## src/rtl/bxf_pkg.sv

```systemverilog
`timescale 1ns/1ps
package bxf_pkg;
  typedef enum logic [2:0] {
    M_ROW       = 3'd0,
    M_SQ2LIN    = 3'd1,
    M_LIN2SQ    = 3'd2,
    M_COLUMN    = 3'd3,
    M_TRANSPOSE = 3'd4,
    M_PACK      = 3'd5
  } xferMode_e;

  typedef struct packed {
    logic load;
    logic issue;
  } ctlStrobe_t;
endpackage

```

## src/rtl/bxf_ctrl.sv

```systemverilog
`timescale 1ns/1ps
module bxf_ctrl import bxf_pkg::*; #(
  parameter int ADDR_W = 16,
  parameter int LEN_W  = 8,
  parameter int TILE   = 8
) (
  input  logic              clk,
  input  logic              rstN,
  input  logic              cmdValid,
  input  logic [2:0]        cmdMode,
  input  logic [ADDR_W-1:0] cmdSrc,
  input  logic [ADDR_W-1:0] cmdStride,
  input  logic [LEN_W-1:0]  cmdLen,
  input  logic              wrFire,
  output ctlStrobe_t        strb,
  output logic              busy,
  output logic              errPulse,
  output logic              donePulse,
  output logic              rdEn,
  output logic [ADDR_W-1:0] rdAddr
);
  localparam int LOG_T  = $clog2(TILE);
  localparam int TILE_W = LOG_T + 1;
  localparam int CNT_W  = LEN_W + LOG_T + 1;

  typedef enum logic [1:0] {S_IDLE, S_SETUP, S_RUN} state_e;

  state_e            state;
  xferMode_e         modeR;
  logic [ADDR_W-1:0] srcPtr, srcStep;
  logic [CNT_W-1:0]  rdLeft;
  logic [LEN_W-1:0]  wrLeft;
  logic [TILE_W-1:0] tileReads;
  logic              errR, doneR;

  logic modeOk, lenOk, accept, issue, tileEnd, lastWr;
  logic [CNT_W-1:0]  readTotal;
  logic [ADDR_W-1:0] stepSel;

  always_comb begin
    modeOk = (cmdMode <= 3'd5);
    lenOk  = (cmdLen != '0) &&
             !((cmdMode == M_TRANSPOSE) && (cmdLen[LOG_T-1:0] != '0));
    accept = cmdValid && (state == S_IDLE) && modeOk && lenOk;
    case (cmdMode)
      M_COLUMN: readTotal = CNT_W'(cmdLen) << LOG_T;
      M_PACK:   readTotal = CNT_W'(cmdLen) << 1;
      default:  readTotal = CNT_W'(cmdLen);
    endcase
    stepSel = (cmdMode == M_SQ2LIN || cmdMode == M_COLUMN || cmdMode == M_TRANSPOSE)
              ? cmdStride : ADDR_W'(1);
    issue   = (state == S_RUN) && (rdLeft != '0) &&
              !((modeR == M_TRANSPOSE) && (tileReads == TILE_W'(TILE)));
    tileEnd = wrFire && (modeR == M_TRANSPOSE) && (wrLeft[LOG_T-1:0] == LOG_T'(1));
    lastWr  = wrFire && (wrLeft == LEN_W'(1));
  end

  always_ff @(posedge clk) begin
    if (!rstN) begin
      state     <= S_IDLE;
      modeR     <= M_ROW;
      srcPtr    <= '0;
      srcStep   <= '0;
      rdLeft    <= '0;
      wrLeft    <= '0;
      tileReads <= '0;
      errR      <= 1'b0;
      doneR     <= 1'b0;
    end else begin
      errR  <= cmdValid && !accept;
      doneR <= lastWr;
      case (state)
        S_IDLE:  if (accept) begin
                   state     <= S_SETUP;
                   modeR     <= xferMode_e'(cmdMode);
                   srcPtr    <= cmdSrc;
                   srcStep   <= stepSel;
                   rdLeft    <= readTotal;
                   wrLeft    <= cmdLen;
                   tileReads <= '0;
                 end
        S_SETUP: state <= S_RUN;
        default: if (lastWr) state <= S_IDLE;
      endcase
      if (issue) begin
        srcPtr <= srcPtr + srcStep;
        rdLeft <= rdLeft - CNT_W'(1);
        if (modeR == M_TRANSPOSE) tileReads <= tileReads + TILE_W'(1);
      end
      if (tileEnd) tileReads <= '0;
      if (wrFire)  wrLeft <= wrLeft - LEN_W'(1);
    end
  end

  assign strb.load  = accept;
  assign strb.issue = issue;
  assign busy       = (state != S_IDLE);
  assign errPulse   = errR;
  assign donePulse  = doneR;
  assign rdEn       = issue;
  assign rdAddr     = srcPtr;
endmodule

```

## src/rtl/bxf_datapath.sv

```systemverilog
`timescale 1ns/1ps
module bxf_datapath import bxf_pkg::*; #(
  parameter int ADDR_W = 16,
  parameter int DATA_W = 64,
  parameter int ELEM_W = 8,
  localparam int TILE   = DATA_W / ELEM_W,
  localparam int LANE_W = $clog2(TILE)
) (
  input  logic              clk,
  input  logic              rstN,
  input  ctlStrobe_t        strb,
  input  logic [2:0]        cmdMode,
  input  logic [ADDR_W-1:0] cmdDst,
  input  logic [ADDR_W-1:0] cmdStride,
  input  logic [LANE_W-1:0] cmdLane,
  input  logic [DATA_W-1:0] rdData,
  output logic              wrEn,
  output logic [ADDR_W-1:0] wrAddr,
  output logic [DATA_W-1:0] wrData
);
  localparam int HALF = DATA_W / 2;

  xferMode_e         modeR;
  logic [ADDR_W-1:0] dstPtr, dstStep;
  logic [LANE_W-1:0] lane, recvCnt, drainIdx;
  logic              rdValid, draining;
  logic [DATA_W-1:0] acc;
  logic [DATA_W-1:0] tile [TILE];
  logic [DATA_W-1:0] colWord, emitData;
  logic [ELEM_W-1:0] laneElem;
  logic              emitNow, lastOfGroup;

  for (genvar r = 0; r < TILE; r++) begin : g_col
    assign colWord[r*ELEM_W +: ELEM_W] = tile[r][drainIdx*ELEM_W +: ELEM_W];
  end

  always_comb begin
    laneElem    = rdData[lane*ELEM_W +: ELEM_W];
    lastOfGroup = (recvCnt == LANE_W'(TILE-1));
    emitNow     = 1'b0;
    emitData    = rdData;
    if (rdValid) begin
      case (modeR)
        M_COLUMN:    begin emitNow = lastOfGroup; emitData = {laneElem, acc[DATA_W-1:ELEM_W]}; end
        M_PACK:      begin emitNow = recvCnt[0];  emitData = {rdData[HALF-1:0], acc[DATA_W-1:HALF]}; end
        M_TRANSPOSE: emitNow = 1'b0;
        default:     emitNow = 1'b1;
      endcase
    end
    if (draining) begin
      emitNow  = 1'b1;
      emitData = colWord;
    end
  end

  always_ff @(posedge clk) begin
    if (!rstN) begin
      modeR    <= M_ROW;
      dstPtr   <= '0;
      dstStep  <= '0;
      lane     <= '0;
      recvCnt  <= '0;
      drainIdx <= '0;
      rdValid  <= 1'b0;
      draining <= 1'b0;
      acc      <= '0;
      wrEn     <= 1'b0;
      wrAddr   <= '0;
      wrData   <= '0;
    end else begin
      rdValid <= strb.issue;
      wrEn    <= emitNow;
      if (strb.load) begin
        modeR    <= xferMode_e'(cmdMode);
        dstPtr   <= cmdDst;
        dstStep  <= (cmdMode == M_LIN2SQ) ? cmdStride : ADDR_W'(1);
        lane     <= cmdLane;
        recvCnt  <= '0;
        draining <= 1'b0;
      end else begin
        if (rdValid) begin
          recvCnt <= recvCnt + LANE_W'(1);
          if (modeR == M_COLUMN) acc <= {laneElem, acc[DATA_W-1:ELEM_W]};
          if (modeR == M_PACK)   acc <= {rdData[HALF-1:0], acc[DATA_W-1:HALF]};
          if (modeR == M_TRANSPOSE && lastOfGroup) begin
            draining <= 1'b1;
            drainIdx <= '0;
          end
        end
        if (draining) begin
          drainIdx <= drainIdx + LANE_W'(1);
          if (drainIdx == LANE_W'(TILE-1)) draining <= 1'b0;
        end
        if (emitNow) begin
          wrAddr <= dstPtr;
          wrData <= emitData;
          dstPtr <= dstPtr + dstStep;
        end
      end
    end
  end

  always_ff @(posedge clk) begin
    if (rdValid && modeR == M_TRANSPOSE) tile[recvCnt] <= rdData;
  end
endmodule

```

## src/rtl/blk_xfer_engine.sv

```systemverilog
`timescale 1ns/1ps
module blk_xfer_engine import bxf_pkg::*; #(
  parameter int ADDR_W = 16,
  parameter int LEN_W  = 8,
  parameter int DATA_W = 64,
  parameter int ELEM_W = 8,
  localparam int TILE   = DATA_W / ELEM_W,
  localparam int LANE_W = $clog2(TILE)
) (
  input  logic              clk,
  input  logic              rstN,
  input  logic              cmdValid,
  input  logic [2:0]        cmdMode,
  input  logic [ADDR_W-1:0] cmdSrc,
  input  logic [ADDR_W-1:0] cmdDst,
  input  logic [ADDR_W-1:0] cmdStride,
  input  logic [LEN_W-1:0]  cmdLen,
  input  logic [LANE_W-1:0] cmdLane,
  output logic              busy,
  output logic              errPulse,
  output logic              donePulse,
  output logic              rdEn,
  output logic [ADDR_W-1:0] rdAddr,
  input  logic [DATA_W-1:0] rdData,
  output logic              wrEn,
  output logic [ADDR_W-1:0] wrAddr,
  output logic [DATA_W-1:0] wrData
);
  ctlStrobe_t strb;

  bxf_ctrl #(.ADDR_W(ADDR_W), .LEN_W(LEN_W), .TILE(TILE)) u_ctrl (
    .clk(clk), .rstN(rstN), .cmdValid(cmdValid), .cmdMode(cmdMode),
    .cmdSrc(cmdSrc), .cmdStride(cmdStride), .cmdLen(cmdLen), .wrFire(wrEn),
    .strb(strb), .busy(busy), .errPulse(errPulse), .donePulse(donePulse),
    .rdEn(rdEn), .rdAddr(rdAddr)
  );

  bxf_datapath #(.ADDR_W(ADDR_W), .DATA_W(DATA_W), .ELEM_W(ELEM_W)) u_dp (
    .clk(clk), .rstN(rstN), .strb(strb), .cmdMode(cmdMode), .cmdDst(cmdDst),
    .cmdStride(cmdStride), .cmdLane(cmdLane), .rdData(rdData),
    .wrEn(wrEn), .wrAddr(wrAddr), .wrData(wrData)
  );
endmodule

```

## config.mk

```make
export PLATFORM = sky130hd
export DESIGN_NAME = blk_xfer_engine
export DESIGN_NICKNAME = d
export VERILOG_FILES = /design/src/rtl/bxf_pkg.sv /design/src/rtl/bxf_ctrl.sv /design/src/rtl/bxf_datapath.sv /design/src/rtl/blk_xfer_engine.sv
export SDC_FILE = /design/constraint.sdc
export NUM_CORES = 1
export LEC_CHECK = 0
export BUFFER_PORTS_ARGS = -buffer_cell sky130_fd_sc_hd__buf_2
export CORE_ASPECT_RATIO = 1.2
export CORE_MARGIN = 1
export CORE_UTILIZATION = 29
export CTS_BUF_LIST = sky130_fd_sc_hd__clkbuf_16
export CTS_CLUSTER_DIAMETER = 120
export DETAILED_ROUTE_END_ITERATION = 16
export SYNTH_ARGS = -nofsm -noshare
export SYNTH_HDL_FRONTEND = slang
export SYNTH_SLANG_ARGS = --single-unit
export TNS_END_PERCENT = 5
```

## constraint.sdc

```tcl
create_clock -name clk -period 7.05 [get_ports clk]
set_input_delay 0.3525 -clock clk [delete_from_list [all_inputs] [get_ports clk]]
set_output_delay 0.3525 -clock clk [all_outputs]
set_load 0.01 [all_outputs]
```

; ---- Word level (Yosys, flattened, before mapping)
; Memory sizes are Yosys's and may differ from the RTL's.
; Cells that the tools add are included.
[word_totals]
reg_bits = 254
ram_bits = 512
memories = 1
[op_classes]
addsub = 7
order_cmp = 1
n_eq_ne = 17
shift = 9
n_mux = 38
bitwise_logic = 2
reduce_logical = 42
[mem_list]
columns = memory, depth, width, read_ports, rd_ports_with_merged_regs, wr, line
row1 = u_dp.tile, 8, 64, 8, 0, 1, bxf_datapath.sv:28  ; logic [DATA_W-1:0] tile [TILE];
[ops]
columns = op, count
row1 = $shiftx 64x7->8, 9
row2 = $mux 64, 4
row3 = $pmux 64 s2, 1
row4 = $mux 16, 7
row5 = $mux 12, 3
row6 = $add 16x16->16, 2
row7 = $mux 8, 3
row8 = $pmux 11 s2, 1
row9 = $eq 3x3->1 const B, 7
row10 = $reduce_bool 2->1, 9
row11 = $mux 4, 4
row12 = $logic_and 1x1->1, 14
row13 = $reduce_bool 12->1, 1
row14 = $sub 12x1->12 const B, 1
row15 = $reduce_and 2->1, 5
row16 = $eq 3x2->1 const B, 3
row17 = $mux 3, 3
row18 = $eq 8x1->1 const B, 1
row19 = $mux 1, 8
row20 = $reduce_bool 8->1, 1
row21 = $sub 8x1->8 const B, 1
row22 = $add 3x1->3 const B, 2
row23 = $eq 3x1->1 const B, 2
row24 = $reduce_and 3->1, 2
row25 = other kinds (15), 22

; ---- Depth between registers and ports, before layout
[depth]
depth_word = 9
ltp_mapped = 11
depth_no_buf = 9

; ---- Modules after synthesis
; A second synthesis with hierarchy kept.
[unflattened]
hier_cells = 2678
area_unflattened_um2 = 34494.3
[by_module_without_submodules]
columns = mod, instances, cells_each, area_each_um2, seq_area_each_um2
row1 = bxf_datapath, 1, 2181, 30449.2, 19038.3
row2 = bxf_ctrl, 1, 497, 4045.1, 1261.2

; ---- Worst setup path after synthesis
; OpenSTA, ideal clock, no wires.
[synth_timing]
path_type = flip-flop to flip-flop
from = register u_dp.modeR[2]
to = memory u_dp.tile[0][0], enable pin
setup_ns = 0.565
arrival_time_ns = 5.272
slack_ns = 1.214
path_stages_with_launch = 5
period_less_slack_ns = 5.836
path_cell_list = dfxtp_1 > nor2b_1 > and3b_1 > nand2b_1 > nor3_1
[synth_between]
elab_chain_cells = 4
[synth_lines]
columns = element, line
row1 = from (decl), bxf_datapath.sv:23  ; xferMode_e modeR;
row2 = from (signal assigned), bxf_datapath.sv:74  ; modeR <= xferMode_e'(cmdMode);
row3 = $eq 3x3->1, bxf_datapath.sv:104  ; if (rdValid && modeR == M_TRANSPOSE) tile[recvCnt] <= rdData;
row4 = $logic_and 1x1->1, bxf_datapath.sv:104
row5 = $mux 1, bxf_datapath.sv:104
row6 = $mux 1 (implied by the code), bxf_datapath.sv:104
row7 = to (decl), bxf_datapath.sv:28
; Every way passes these cells.

; ---- Final worst setup path
[layout_timing]
from = register u_ctrl.rdLeft[0]
to = output rdEn
[layout_between]
elab_chain_cells = 3
[layout_lines]
columns = element, line
row1 = from (decl), bxf_ctrl.sv:31  ; logic [CNT_W-1:0] rdLeft;
row2 = from (signal assigned), bxf_ctrl.sv:78  ; rdLeft <= readTotal;
row3 = from (signal assigned), bxf_ctrl.sv:87  ; rdLeft <= rdLeft - CNT_W'(1);
row4 = $reduce_bool 12->1, bxf_ctrl.sv:52  ; issue = (state == S_RUN) && (rdLeft != '0) &&
row5 = $logic_and 1x1->1 (2 in a row), bxf_ctrl.sv:52
row6 = to (decl), blk_xfer_engine.sv:22  ; output logic rdEn,
; Every way passes these cells.

==> run_results.csv <==
group,metric,value,unit
hold_path,whs_path_depth,3,
layout,antenna_cells,0,
synth,seq_area_frac_synth,62.47,%
layout,register_area,20320,um^2
drt,drcViolationCount,0,
drt,antenna_left,0,
placement,place_area,35180,um^2
setup_path,cp.required,6.70,ns
clocking,cts-htree-levels,3,
placement,port_buffers,229,
clocking,post_cts_resized,0,
floorplan,ios,230,
setup_path,r2r_start,"u_dp.rdValid",
setup_path,crit_path_start_kind,"register",
clocking,clkSlewWorstSetupHoldPaths,0.06,ns
hold_path,hold_end,"u_dp.dstPtr[7]",
synth,synth_top_cell_area_share,47.32,%
clocking,clockBufferDepth,3,
clocking,cts_tree,"yes",
sta,finClkSkew,0.03043,ns
synth,synth.mux.area_fraction,12.57,%
synth,syn_area_per_cell,13.72,um^2
synth,async_flop_share,0,%
synth,yosys-top-cells-count,"512 x edfxtp_1, 271 x nand2_1, 246 x dfxtp_1, 174 x a21oi_1, 144 x mux4_2",
pwr,ir_drop,0.1707,mV
drt,drtIter0Drc,2099,
synth,yosysUniqueCellTypes,80,
sta,fmax,267.6,MHz
clocking,cts_sinks,758,
clocking,clk_latency,0.66,ns
pwr,power_frac_seq,49.8,%
drt,via_count,21364,
layout,drive_above_1_share,21.56,%
floorplan,dieArea,113400,um^2
sta,setup_viol,0,
drt,wire_per_inst,22.29,um
pwr,p_int,7.498,mW
setup_path,r2r_slack,3.39,ns
pwr,power_density,254.3,nW/um^2
pwr,leakage,12.63,nW
floorplan,dieWidth,307.6,um
layout,nFillCells,10852,
drt,drt_first_pass_iters,5,
setup_path,critical_path_class,"register to primary output",
setup_path,reg2regPathDepth,5,
pwr,p_clk_share,44.5,%
clocking,cts_setup_buffers,0,
grt,antenna_found_initial,6,
setup_path,r2r_end,"u_dp.tile[5][52]",
pwr,p_switching,2.219,mW
clocking,hold_buffers,33,
grt,grt_pass1_vias,20906,
sta,rsz0062_at_grt,"no",
pwr,comb_power_share,5.7,%
setup_path,end_kind,"primary output",
grt,grt_pass1_wl,136800,um
grt,grt_start_max_net_pins,105,
sta,tightest_slew,1.133,ns
sta,timing.setup.tns,0,ns
synth,synthSimpleGateAreaFrac,7.031,%
layout,area_delta_synth_final,17.59,%
synth,synth_edf_count,512,
synth,synthXorXnorAreaFrac,0.5930,%
synth,syn_inst,2368,
floorplan,initial_core_util,29.23,%
pwr,swShare,22.84,%
synth,synthAdderAreaFrac,1.625,%
sta,hold_violations,0,
floorplan,core_area,111200,um^2
synth,synth_top_family_by_area,"compound AO/OA/AOI/OAI gates",
sta,period_needed,3.737,ns
synth,yosysMostFrequentCell,"edfxtp_1",
synth,synth-compound-area-share,13.19,%
hold_path,hp-start,"cmdDst[7]",
drt,wl,92070,um
synth,synth_area_leaders,"edfxtp_1 47%, dfxtp_1 15%, mux4_2 10%",
synth,synth_warnings,0,
placement,gp_congestion,0.8572,
synth,synth_area,32490,um^2
hold_path,min_path_type,"primary input to register",
synth,syn-num-nets,2538,
clocking,root_buffer,"clkbuf_16",
placement,dp_hpwl,57490,um
synth,synth-seq-cells,758,
floorplan,num_rows,134,
grt,grt-ovfl-total,0,
setup_path,cp_max_fo,27,
sta,finalCritPeriodShare,53.01,%
synth,synth_top_flop_cell,"edfxtp_1",
layout,multiInputGateArea,11490,um^2
floorplan,die_h,368.7,um
drt,vias_per_cell,5.172,
setup_path,crit_arrival,3.38,ns
sta,drv_slew,0,
grt,grt_usage,16.01,%
clocking,cts-buffers-inserted,82,
sta,maxSlewHeadroom,24.16,%
status,status,"completed",
layout,nNetsFinal,2737,
layout,fin_area,38210,um^2
job,cap_violations,0,
synth,yosysTopAreaCell,"edfxtp_1",
[logic make-up after synthesis]
kind of cell | after synthesis
fa+ha+maj | 41
xor+xnor | 22
buf+inv | 203
mux | 228
compound gates | 595
simple gates | 521
flops | 758
[per-stage QoR]
| stage | worst slack (ns) | total power, mW | cells | util (%) | hold WS (ns) |
|---|---|---|---|---|---|
| finish | 3.313 | 9.718 | 4131 | 34.37 | 0.03443 |
| CTS | 3.266 | 9.824 | 4131 | 34.37 | 0.008201 |
| global route | 3.162 | 10.05 | 4131 | 34.37 | 0.03259 |
| global placement | 3.479 | 5.471 | 3946 | 31.64 | 0.4373 |
| floorplan | 1.214 | 5.220 | 2368 | - | 0.4362 |
| detailed placement | 3.424 | 5.475 | 3946 | 31.64 | 0.4442 |
[critical path: stages (launching register included)]
cell and delay (ns):
dfxtp_1 0.33, inv_1 0.08, ha_1 0.15, or4b_4 0.51, or2_4 0.29, o21ai_4 0.62
inv_2 0.45, buf_2 0.26
[worst max-delay path by stage]
| stage | startpoint | endpoint | slack, ns | cells past startpoint |
|---|---|---|---|---|
| 2_1_floorplan | u_dp.modeR[2] | u_dp.tile[0][0] | 1.21 | 4 |
| 3_3_place_gp | u_dp.rdValid | u_dp.tile[5][42] | 3.48 | 5 |
| 3_5_place_dp | u_dp.rdValid | u_dp.tile[5][52] | 3.42 | 5 |
| 4_1_cts | u_ctrl.rdLeft[0] | rdEn | 3.27 | 7 |
| 5_1_grt | u_dp.rdValid | u_dp.tile[5][52] | 3.16 | 5 |
| 6_report | u_ctrl.rdLeft[0] | rdEn | 3.31 | 7 |
[flip-flops by register name (all words and copies together), names as in the netlist, 2 cells and up]
name / count
u_dp.recvCnt: 3
u_dp.modeR: 3
u_ctrl.tileReads: 4
u_ctrl.state: 2
u_dp.drainIdx: 3
u_dp.wrAddr: 16
u_ctrl.srcStep: 16
u_dp.wrData: 64
u_dp.tile: 512
u_dp.dstStep: 16
u_dp.lane: 3
u_dp.acc: 56
u_ctrl.rdLeft: 12
u_ctrl.modeR: 3
u_ctrl.wrLeft: 8
u_dp.dstPtr: 16
u_ctrl.rdAddr: 16
[metal layers]
metal | vias up | GRT usage, % | wire length [um]
met5 | - | 0 | 46
met4 | 8 | 4.267 | 1902
met3 | 115 | 3.370 | 6814
met2 | 764 | 26.50 | 44380
met1 | 10763 | 21.13 | 38930
li1 | 9714 | - | -
[layout by cell type, fill, tap and decap left out, drive strengths merged, types with 50 or more instances in the layout]
cell    netlist  routed
mux2i        83      83
a221oi       72      72
buf          54     263
mux4        144     144
nand2       271     271
nor2        118     118
clkbuf      127      85
o21ai        53      53
a311oi       50      50
dfxtp       246     246
a21oi       175     175
a22o        113     113
edfxtp      512     512
[layout make-up]
cell class | count | area share [%]
flip-flops and latches | 758 | 53.17
multi-input cells | 1407 | 30.07
clock buffers | 85 | 5.567
well taps | 1496 | 4.899
repair buffers | 296 | 4.565
clock inverters | 67 | 1.503
inverters | 22 | 0.2292
[power by group through the flow]
stage                     combinational, mW  clock [mW]  sequential [mW]
after floorplan                       0.302           0             4.92
after global placement                0.541           0             4.93
after detailed placement              0.545           0             4.93
after CTS                             0.561        4.43             4.84
after global routing                  0.609        4.60             4.84
final                                 0.558        4.32             4.84
(Power assumes the default switching activity.)
